**src/rtl/i2cm_q_pkg.sv**
```systemverilog
package i2cm_q_pkg;
  localparam int CMD_W = 11;

  typedef struct packed {
    logic       restart;
    logic       stop;
    logic       read;
    logic [7:0] data;
  } cmd_word_t;
endpackage

```
**src/rtl/i2cm_q_fifo.sv**
```systemverilog
module i2cm_q_fifo #(
  parameter int WIDTH = 8,
  parameter int DEPTH = 8,
  localparam int AW = (DEPTH > 1) ? $clog2(DEPTH) : 1,
  localparam int LW = $clog2(DEPTH + 1)
) (
  input  logic             clk,
  input  logic             rst_n,
  input  logic             push,
  input  logic [WIDTH-1:0] push_data,
  input  logic             pop,
  input  logic             flush,
  output logic [WIDTH-1:0] head,
  output logic [LW-1:0]    level,
  output logic             full,
  output logic             empty
);
  logic [WIDTH-1:0] mem [DEPTH];
  logic [AW-1:0]    wr_ptr, rd_ptr, wr_ptr_nxt, rd_ptr_nxt;
  logic [LW-1:0]    cnt, cnt_nxt;
  logic             wr_ok, rd_ok;

  assign full  = (cnt == LW'(DEPTH));
  assign empty = (cnt == '0);
  assign head  = mem[rd_ptr];
  assign level = cnt;

  always_comb begin
    wr_ok      = push && !full && !flush;
    rd_ok      = pop && !empty && !flush;
    wr_ptr_nxt = wr_ptr;
    rd_ptr_nxt = rd_ptr;
    cnt_nxt    = cnt;
    if (flush) begin
      wr_ptr_nxt = '0;
      rd_ptr_nxt = '0;
      cnt_nxt    = '0;
    end else begin
      if (wr_ok) wr_ptr_nxt = (wr_ptr == AW'(DEPTH - 1)) ? '0 : wr_ptr + 1'b1;
      if (rd_ok) rd_ptr_nxt = (rd_ptr == AW'(DEPTH - 1)) ? '0 : rd_ptr + 1'b1;
      if (wr_ok && !rd_ok)      cnt_nxt = cnt + 1'b1;
      else if (rd_ok && !wr_ok) cnt_nxt = cnt - 1'b1;
    end
  end

  always_ff @(posedge clk or negedge rst_n) begin
    if (!rst_n) begin
      wr_ptr <= '0;
      rd_ptr <= '0;
      cnt    <= '0;
    end else begin
      wr_ptr <= wr_ptr_nxt;
      rd_ptr <= rd_ptr_nxt;
      cnt    <= cnt_nxt;
    end
  end

  always_ff @(posedge clk) begin
    if (wr_ok) mem[wr_ptr] <= push_data;
  end

  assert_level_bound_R3: assert property (@(posedge clk) disable iff (!rst_n)
    cnt <= LW'(DEPTH));

  assert_flush_empties_R6: assert property (@(posedge clk) disable iff (!rst_n)
    flush |=> (level == '0));

  // a push into a full queue leaves the count untouched
  assert_drop_when_full_R8: assert property (@(posedge clk) disable iff (!rst_n)
    (push && full && !pop && !flush) |=> (level == $past(level)));
endmodule

```
**src/rtl/i2cm_q_status.sv**
```systemverilog
module i2cm_q_status #(
  parameter int LW = 4
) (
  input  logic          clk,
  input  logic          rst_n,
  input  logic [LW-1:0] tx_level,
  input  logic [LW-1:0] rx_level,
  input  logic [LW-1:0] tx_thresh,
  input  logic [LW-1:0] rx_thresh,
  input  logic          tx_full,
  input  logic          rx_full,
  input  logic          rx_empty,
  input  logic          tx_push,
  input  logic          rx_push,
  input  logic          rx_pop,
  input  logic          flush,
  output logic          tx_low,
  output logic          rx_high,
  output logic          err_tx_over,
  output logic          err_rx_over,
  output logic          err_rx_under
);
  logic tx_over_nxt, rx_over_nxt, rx_under_nxt;

  assign tx_low  = (tx_level <= tx_thresh);
  assign rx_high = (rx_level > rx_thresh);

  always_comb begin
    tx_over_nxt  = tx_push && tx_full && !flush;
    rx_over_nxt  = rx_push && rx_full && !flush;
    rx_under_nxt = rx_pop && rx_empty && !flush;
  end

  always_ff @(posedge clk or negedge rst_n) begin
    if (!rst_n) begin
      err_tx_over  <= 1'b0;
      err_rx_over  <= 1'b0;
      err_rx_under <= 1'b0;
    end else begin
      err_tx_over  <= tx_over_nxt;
      err_rx_over  <= rx_over_nxt;
      err_rx_under <= rx_under_nxt;
    end
  end
endmodule

```
**src/rtl/i2cm_cmd_queue.sv**
```systemverilog
module i2cm_cmd_queue
  import i2cm_q_pkg::*;
#(
  parameter int DEPTH = 8,
  localparam int LW = $clog2(DEPTH + 1)
) (
  input  logic             clk,
  input  logic             rst_n,
  input  logic             cmd_wr_en,
  input  logic [CMD_W-1:0] cmd_word,
  input  logic             rx_rd_en,
  output logic [7:0]       rx_data,
  input  logic [LW-1:0]    tx_thresh,
  input  logic [LW-1:0]    rx_thresh,
  output logic [LW-1:0]    tx_level,
  output logic [LW-1:0]    rx_level,
  output logic             tx_low,
  output logic             rx_high,
  input  logic             abort,
  output logic             seq_valid,
  input  logic             seq_ready,
  output logic [7:0]       seq_data,
  output logic             seq_read,
  output logic             seq_stop,
  output logic             seq_restart,
  input  logic             seq_rx_valid,
  input  logic [7:0]       seq_rx_byte,
  output logic             err_tx_over,
  output logic             err_rx_over,
  output logic             err_rx_under
);
  logic [1:0]  rst_sync;
  logic        rst_n_i;
  cmd_word_t   tx_head;
  logic        tx_full, tx_empty, rx_full, rx_empty, tx_pop;

  always_ff @(posedge clk or negedge rst_n) begin
    if (!rst_n) rst_sync <= 2'b00;
    else        rst_sync <= {rst_sync[0], 1'b1};
  end
  assign rst_n_i = rst_sync[1];

  i2cm_q_fifo #(.WIDTH(CMD_W), .DEPTH(DEPTH)) u_txq (
    .clk(clk), .rst_n(rst_n_i),
    .push(cmd_wr_en), .push_data(cmd_word),
    .pop(tx_pop), .flush(abort),
    .head(tx_head), .level(tx_level),
    .full(tx_full), .empty(tx_empty)
  );

  i2cm_q_fifo #(.WIDTH(8), .DEPTH(DEPTH)) u_rxq (
    .clk(clk), .rst_n(rst_n_i),
    .push(seq_rx_valid), .push_data(seq_rx_byte),
    .pop(rx_rd_en), .flush(abort),
    .head(rx_data), .level(rx_level),
    .full(rx_full), .empty(rx_empty)
  );

  i2cm_q_status #(.LW(LW)) u_stat (
    .clk(clk), .rst_n(rst_n_i),
    .tx_level(tx_level), .rx_level(rx_level),
    .tx_thresh(tx_thresh), .rx_thresh(rx_thresh),
    .tx_full(tx_full), .rx_full(rx_full), .rx_empty(rx_empty),
    .tx_push(cmd_wr_en), .rx_push(seq_rx_valid), .rx_pop(rx_rd_en),
    .flush(abort),
    .tx_low(tx_low), .rx_high(rx_high),
    .err_tx_over(err_tx_over), .err_rx_over(err_rx_over),
    .err_rx_under(err_rx_under)
  );

  always_comb begin
    seq_valid   = !tx_empty;
    tx_pop      = seq_valid && seq_ready && !abort;
    seq_read    = tx_head.read;
    seq_stop    = tx_head.stop;
    seq_restart = tx_head.restart;
    seq_data    = tx_head.read ? 8'h00 : tx_head.data;
  end

  assert_hold_stable_R11: assert property (@(posedge clk) disable iff (!rst_n_i)
    (seq_valid && !seq_ready && !abort) |=>
      (seq_valid && $stable(seq_data) && $stable(seq_read) &&
       $stable(seq_stop) && $stable(seq_restart)));

  assert_one_pop_R11: assert property (@(posedge clk) disable iff (!rst_n_i)
    (seq_valid && seq_ready && !abort && !cmd_wr_en) |=>
      (tx_level == $past(tx_level) - 1'b1));

  assert_under_keeps_empty_R9: assert property (@(posedge clk) disable iff (!rst_n_i)
    (rx_rd_en && rx_level == '0 && !seq_rx_valid) |=> (rx_level == '0));
endmodule

```
**config.mk**
```make
export PLATFORM = sky130hd
export DESIGN_NAME = i2cm_cmd_queue
export DESIGN_NICKNAME = d
export VERILOG_FILES = /design/src/rtl/i2cm_q_pkg.sv /design/src/rtl/i2cm_q_fifo.sv /design/src/rtl/i2cm_q_status.sv /design/src/rtl/i2cm_cmd_queue.sv
export SDC_FILE = /design/constraint.sdc
export NUM_CORES = 1
export LEC_CHECK = 0
export BUFFER_PORTS_ARGS = -buffer_cell sky130_fd_sc_hd__buf_2
export CAP_MARGIN = 20
export CORE_MARGIN = 2
export CORE_UTILIZATION = 64
export DETAILED_ROUTE_END_ITERATION = 12
export GPL_TIMING_DRIVEN = 0
export PLACE_DENSITY = 0.85
export SLEW_MARGIN = 30
export SYNTH_ARGS = -nofsm -noshare
export SYNTH_HDL_FRONTEND = slang
export SYNTH_SLANG_ARGS = --single-unit
```
**constraint.sdc**
```tcl
create_clock -name clk -period 6.7 [get_ports clk]
set_input_delay 0.67 -clock clk [delete_from_list [all_inputs] [get_ports clk]]
set_output_delay 0.67 -clock clk [all_outputs]
set_load 0.02 [all_outputs]
```
==> impl_summary.log, run 1 <==
INFO  metric timing.rr.end = u_txq.level[3]
INFO  metric drt_pass1_iterations = 5
INFO  metric cp.buffers_inverters = 3
INFO  metric tns = 0 ps
INFO  metric drtAntennaViolNets = 0
INFO  metric busiest_layer = met2
INFO  metric finClkSkew = 12.0 ps
INFO  metric gr-usage-met2 = 41.6%
INFO  metric period_needed = 3650 ps
INFO  metric main_flop_type_after_synthesis = edfxtp_1
INFO  metric cts_made_buffers = 17
INFO  metric wl = 15800 um
INFO  metric slew-limit-headroom = 39.1%
INFO  metric static-leakage-power = 3.19 nW
INFO  metric place_congestion = approximately 0.84
INFO  metric max_freq = 0.274 GHz
INFO  metric clkSlewWorstSetupHoldPaths = about 60 ps
INFO  metric timing.hold.ws = 241 ps
INFO  metric antenna_found_initial = 0
INFO  metric status = finished clean
INFO  metric synth_enable_flop_cells = 152
INFO  metric io_buffer_count = 64
INFO  metric rr_startpoint = u_txq.level[1]
INFO  metric synth_warnings = 0
INFO  metric rrSetupSlack = 3470 ps
INFO  metric vdd_drop_max = 0.000414 V
INFO  metric core_area = 11500 um2
INFO  metric synthesis.area_per_instance = 16.7 um2
INFO  metric dr.first_iter.drc_count = ~540
INFO  metric place_hpwl = 9800 um
INFO  metric dp.cells = 665
INFO  metric synth.yosys.seq_area_share = between 60 and 70%
INFO  metric first_global_vias = 4450
INFO  metric nets = about 600
INFO  metric rsz_0062_raised_after_global_routing = no
INFO  metric route.detailed.vias_per_inst = 6.34
INFO  metric timing.reg2reg.worst_path_depth = 10
INFO  metric final_critical_path_setup_slack = 3050 ps
INFO  metric critPathSlowestCell = buf_1
INFO  metric initial_core_util = 65.8%
INFO  metric highest_fanout_seen_on_the_critical_path = 10
INFO  metric final-setup-viol-count = 0
INFO  metric grt_remaining_overflow = 0
INFO  metric ys_seq_elements = roughly 180
INFO  metric ys_types = 44
INFO  metric num_rows = 39
INFO  metric hold_path.class = flip-flop to async pin
INFO  metric p_per_area = approximately 370 nW/um2
INFO  metric postSynthNetCount = 508
INFO  metric hold_violations = 0
INFO  metric maxCapViolCount = 0
INFO  metric ioPinCount = 67
INFO  metric layout.core_utilization = between 70% and 80%
INFO  metric cts_root_buf = clkbuf_16
INFO  metric grt.total_usage = between 20% and 30%
INFO  metric grt_util_met1 = a little over a third
INFO  metric min_period_over_period = between 50 and 60%
INFO  metric async_sr_flop_fraction = ~14%
INFO  metric fp.dieArea = roughly 13000 um2
INFO  metric drc = 0
INFO  metric grt_start_max_net_pins = 24
INFO  metric cts-resized-gates = 0
INFO  metric fp.dieW = around 110 um
INFO  metric detail_route.wl_per_cell = 22.6 um
INFO  metric arrival = 2980 ps
INFO  metric placement.setup.worst_slack = 3440 ps
INFO  metric cts-root-to-sink-buffers = 2
INFO  metric synth.cell_area = 7540 um2
INFO  metric clock_latency_of_the_later_clocked_register_in_the_worst_skew_pair = 430 ps
INFO  metric worst-setup-path-type = flip-flop to output pin
INFO  metric crit_chain = clkbuf_1, buf_1, nand2_1, o21ai_1, nand3_1, o21ai_0, buf_2
INFO  metric cts_tree = yes
INFO  metric worstMarginPinSlew = roughly 910 ps
INFO  metric area_growth = 16.3%
INFO  metric global_route_wire_length_before_repair = 24400 um
INFO  metric timing.critical_path.slowest_cell_delay = approximately 620 ps
INFO  metric final_cell_count_no_fill = 699
INFO  metric worst_setup_path_start_kind = flip-flop
INFO  metric crit_path_end_kind = output pin
INFO  metric die_height = 113 um
INFO  metric met3_usage = 7.61%
INFO  metric timing.critical_path.required = 6030 ps
INFO  metric sinks_on_the_clock_net = 177
INFO  metric cts-htree-levels = 4
INFO  metric report.final.slew_viol_count = 0
INFO  metric post_route_cells_drive_above_1_share = 29.5%
INFO  metric path_delay_family = buffers and inverters
INFO  metric via_count = 4429
INFO  metric syn_inst = ~450
-- area by class of cell --
type	count	area [um2]
diodes	1	2.50
clock buffers	24	482
inverters	15	56.3
clock inverters	8	151
multi-input cells	237	2250
repair buffers	71	370
flip-flops and latches	177	5190
fillers	587	2690
well taps	143	179
plain buffers	23	88.8
-- stage by stage --
step / area, um2 / power (mW)
floorplan: 7540 / 1.98
global placement: 8040 / 2.18
detailed placement: 8130 / 2.23
CTS: 8760 / 3.29
global route: 8770 / 3.42
finish: 8770 / 3.28
-- worst max-delay path by stage --
stage                    start              end  slack [ps]  depth (start not counted)
2_1_floorplan   u_txq.level[1]   u_txq.level[3]        3510                         10
3_3_place_gp             abort  u_txq.mem[0][7]        2870                          3
3_5_place_dp             abort   u_txq.level[3]        3440                         10
4_1_cts        u_txq.rd_ptr[0]      seq_data[3]        3000                          7
5_1_grt        u_txq.rd_ptr[0]      seq_data[3]        2790                          7
6_report       u_txq.rd_ptr[0]      seq_data[3]        3050                          7
-- placed cells by master (no fill, tap or decap), types with 2 or more instances in the layout --
| cell | instances |
|---|---|
| nor2_2 | 3 |
| nor2b_1 | 5 |
| nand3b_1 | 3 |
| dfrtp_1 | 24 |
| o22ai_1 | 2 |
| clkbuf_1 | 22 |
| buf_2 | 68 |
| xnor2_1 | 3 |
| fa_1 | 2 |
| xor2_1 | 2 |
| nand3_1 | 11 |
| ha_1 | 20 |
| a21oi_1 | 15 |
| or3_1 | 3 |
| or4b_2 | 2 |
| clkbuf_8 | 3 |
| clkbuf_16 | 17 |
| o21ai_0 | 18 |
| nand2b_1 | 10 |
| mux2i_1 | 7 |
| a21o_1 | 2 |
| nor2_1 | 17 |
| nor3_2 | 6 |
| buf_4 | 4 |
| inv_1 | 14 |
| nor3_1 | 8 |
| bufinv_16 | 4 |
| inv_6 | 2 |
| edfxtp_1 | 152 |
| buf_1 | 3 |
| nand2_1 | 23 |
| nor3b_1 | 7 |
| nor4_1 | 3 |
| mux4_2 | 37 |
| mux2_2 | 11 |
| a31oi_1 | 2 |
-- registers in the layout (all words and copies together), names as in the netlist --
register	flops
u_txq.mem	88
u_rxq.mem	64
u_rxq.level	4
u_txq.level	4
u_rxq.rd_ptr	3
u_rxq.wr_ptr	3
u_txq.rd_ptr	3
u_txq.wr_ptr	3
rst_sync	2
u_stat.err_rx_over	1
u_stat.err_rx_under	1
u_stat.err_tx_over	1
-- cell usage after synthesis (5+ instances only) --
master / number / area share, %
edfxtp_1: 152 / 61
mux4_2: 37 / 11
dfrtp_1: 25 / 8.3
nand2_1: 23 / 1.1
ha_1: 20 / 3.3
nor2_1: 20 / 1.0
clkbuf_1: 18 / 0.90
o21ai_0: 18 / 1.2
a21oi_1: 15 / 1.0
inv_1: 14 / 0.70
nor3_1: 14 / 0.93
mux2_2: 11 / 1.6
nand3_1: 11 / 0.73
nand2b_1: 10 / 0.83
mux2i_1: 7 / 0.93
nor3b_1: 7 / 0.70
nor2b_1: 5 / 0.41
-- cells by family after synthesis --
| kind of cell | count (synthesis) | share of synthesized area, % |
|---|---|---|
| flops | 177 | 68.8 |
| simple gates | 108 | 7.65 |
| mux | 55 | 13.6 |
| compound gates | 46 | 3.53 |
| buf+inv | 38 | 1.92 |
| fa+ha+maj | 22 | 3.85 |
| xor+xnor | 5 | 0.581 |
| other cells | 1 | 0.0497 |
-- repair_timing --
item	4_1_cts	5_1_grt
endpoints found under the hold margin	0	2
hold buffers	0	1
buffers inserted	0	0
-- power breakdown --
part	internal, mW	switching (mW)
registers	1.26	0.0620
logic	0.385	0.507
clock network	0.657	0.407
total	2.30	0.975
-- routing by layer --
metal	vias up	wire length, um	part of all wire, %
met5	-	0	0
met4	0	248	1.6
li1	1951	-	-
met1	2222	6230	39
met2	231	8000	51
met3	25	1310	8.3
(Power assumes the default switching activity.)
==> inputs of run 2 (changes only) <==
--- a/config.mk
+++ b/config.mk
@@ -8,10 +8,10 @@
 export BUFFER_PORTS_ARGS = -buffer_cell sky130_fd_sc_hd__buf_2
 export CAP_MARGIN = 20
 export CORE_MARGIN = 2
-export CORE_UTILIZATION = 64
+export CORE_UTILIZATION = 53
 export DETAILED_ROUTE_END_ITERATION = 12
 export GPL_TIMING_DRIVEN = 0
-export PLACE_DENSITY = 0.85
+export PLACE_DENSITY = 0.75
 export SLEW_MARGIN = 30
 export SYNTH_ARGS = -nofsm -noshare
 export SYNTH_HDL_FRONTEND = slang
==> constraint.sdc (replaced) <==
create_clock -name clk -period 3.15 [get_ports clk]
set_input_delay 0.315 -clock clk [delete_from_list [all_inputs] [get_ports clk]]
set_output_delay 0.315 -clock clk [all_outputs]
set_load 0.02 [all_outputs]
==> run 2 against run 1 <==
Combinational power is 110% higher. Cell count is 5.6% higher. Clock-buffer cell count is 7 lower. Total power is 110% higher. Via count is 4.0% lower. Final area is 1.0% higher. Critical endpoint is now u_txq.level[3].
==> impl_summary.log, run 2 (same netlist as run 1, synthesis figures left out) <==
INFO  metric detail_route.wl_per_cell = 19.9 um
INFO  metric die_height = 123 um
INFO  metric nets = roughly 600
INFO  metric io_buffer_count = 64
INFO  metric mostFrequentLayoutCell = edfxtp_1
INFO  metric timing.critical_path.required = roughly 3500 ps
INFO  metric hold_path.class = input pin to flip-flop
INFO  metric area_growth = 17.5%
INFO  metric arrival = 3390 ps
INFO  metric core_area = 13900 um2
INFO  metric crit_path_end_kind = flip-flop
INFO  metric cts-root-to-sink-buffers = 2
INFO  metric placement.cell_area = 8200 um2
INFO  metric grt.total_usage = 20.9%
INFO  metric grt_start_max_net_pins = 24
INFO  metric post_route_cells_drive_above_1_share = 32.4%
INFO  metric grt_remaining_overflow = 0
INFO  metric finClkSkew = around 7.1 ps
INFO  metric ioPinCount = 67
INFO  metric drt_pass1_iterations = 5
INFO  metric max_ffs_per_register = 88
INFO  metric clock_latency_of_the_later_clocked_register_in_the_worst_skew_pair = 440 ps
INFO  metric cts_root_buf = clkbuf_16
INFO  metric global_route_wire_length_before_repair = between 20000 and 25000 um
INFO  metric period_needed = a little over 3000 ps
INFO  metric antenna_cells_inserted = 0
INFO  metric wl = 14700 um
INFO  metric first_global_vias = between 4000 and 5000
INFO  metric dr.first_iter.drc_count = 435
INFO  metric hold_violations = 0
INFO  metric maxCapViolCount = 0
INFO  metric drc = 0
INFO  metric max_flop_register = u_txq.mem
INFO  metric highest_fanout_seen_on_the_critical_path = 10
INFO  metric worstMarginPinSlew = around 880 ps
INFO  metric clkSlewWorstSetupHoldPaths = approximately 70 ps
INFO  metric drtAntennaViolNets = 0
INFO  metric worst_setup_path_start_kind = flip-flop
INFO  metric min_period_over_period = 97.7%
INFO  metric report.final.slew_viol_count = 0
INFO  metric sinks_on_the_clock_net = ~180
INFO  metric worst-setup-path-type = flip-flop to flip-flop
INFO  metric p_per_area = 777 nW/um2
INFO  metric final-setup-viol-count = 0
INFO  metric timing.hold.ws = between 100 and 150 ps
INFO  metric via_count = roughly 4300
INFO  metric status = finished clean
INFO  metric layout_common_cells = 152 x edfxtp_1, 69 x buf_2, 37 x mux4_2, 23 x nand2_1, 22 x dfrtp_1
INFO  metric cts-htree-levels = 4
INFO  metric fp.dieW = 123 um
INFO  metric reg_top3 = u_txq.mem (88), u_rxq.mem (64)
INFO  metric slew-limit-headroom = 41.2%
INFO  metric place_hpwl = 9770 um
INFO  metric antenna_found_initial = 0
INFO  metric cts_made_buffers = 17
INFO  metric route.detailed.vias_per_inst = 5.76
INFO  metric place_congestion = just under 0.8
INFO  metric initial_core_util = a little over half
INFO  metric cts_tree = yes
INFO  metric rsz_0062_raised_after_global_routing = no
INFO  metric static-leakage-power = approximately 3.2 nW
INFO  metric fp.dieArea = 15200 um2
INFO  metric vdd_drop_max = 0.000443 V
INFO  metric num_rows = 43
INFO  metric max_freq = 0.325 GHz
INFO  metric rrSetupSlack = 70 ps
INFO  metric final_design_area_no_fill = 8860 um2
run 2: final timing paths:
kind,start,end,cells past startpoint
max,u_txq.level[2],u_txq.level[3],10
min,seq_rx_byte[2],u_rxq.mem[5][2],1
max reg2reg,u_txq.level[2],u_txq.level[3],10
min reg2reg,rst_sync[1],u_stat.err_rx_under,0
max in group asynchronous,rst_sync[1],u_txq.level[1],0
min in group asynchronous,rst_n,rst_sync[0],2
run 2: where the power goes:
group	total [mW]	leakage [nW]	internal (mW)	switching [mW]
combinational	1.91	1.23	0.854	1.05
clock	2.16	0.299	1.21	0.951
sequential	2.82	1.70	2.68	0.139
run 2: repair_timing:
| item | 4_1_cts | 5_1_grt |
|---|---|---|
| gates cloned | 0 | 0 |
| gates resized for setup | 4 | 8 |
| pin swaps | 0 | 2 |
| endpoints found under the setup margin | 17 | 11 |
| buffers inserted | 0 | 2 |
| hold endpoints to repair | 2 | 0 |
| hold buffers | 1 | 0 |
run 2: layout make-up:
| type | instances | area (um2) |
|---|---|---|
| clock buffers | 17 | 425 |
| well taps | 180 | 225 |
| inverters | 15 | 56.3 |
| multi-input cells | 237 | 2270 |
| clock inverters | 15 | 185 |
| fillers | 988 | 5020 |
| plain buffers | 22 | 96.3 |
| repair buffers | 75 | 408 |
| flip-flops and latches | 177 | 5190 |
run 2: through the flow:
step	setup slack, ps	setup TNS, ps	cells	power, mW	util [%]
floorplan	20.0	0	452	4.21	-
global placement	-471	-5600	696	4.65	58.3
CTS	7.28	0	737	6.90	63.6
finish	71.3	0	738	6.89	63.9
detailed placement	-27.4	-27.4	704	4.74	59.1
global route	8.41	0	738	7.22	63.9
run 2: worst max-delay path: stages (launching register included):
cell	delay (ps)
dfrtp_2	440
or4_4	540
and3b_4	220
buf_6	130
or2_4	250
ha_1	270
a21o_1	130
a21oi_2	80
or3_4	390
and4b_1	190
a311o_1	310
run 2: metal layers:
| layer | wire (um) | GRT usage (%) | share of wire (%) | vias to the layer above |
|---|---|---|---|---|
| met5 | 0 | 0 | 0 | - |
| met4 | 243 | 6.96 | 1.7 | 0 |
| li1 | - | - | - | 1957 |
| met3 | 598 | 5.44 | 4.1 | 20 |
| met2 | 7880 | 35.8 | 54 | 108 |
| met1 | 5930 | 26.1 | 40 | 2169 |
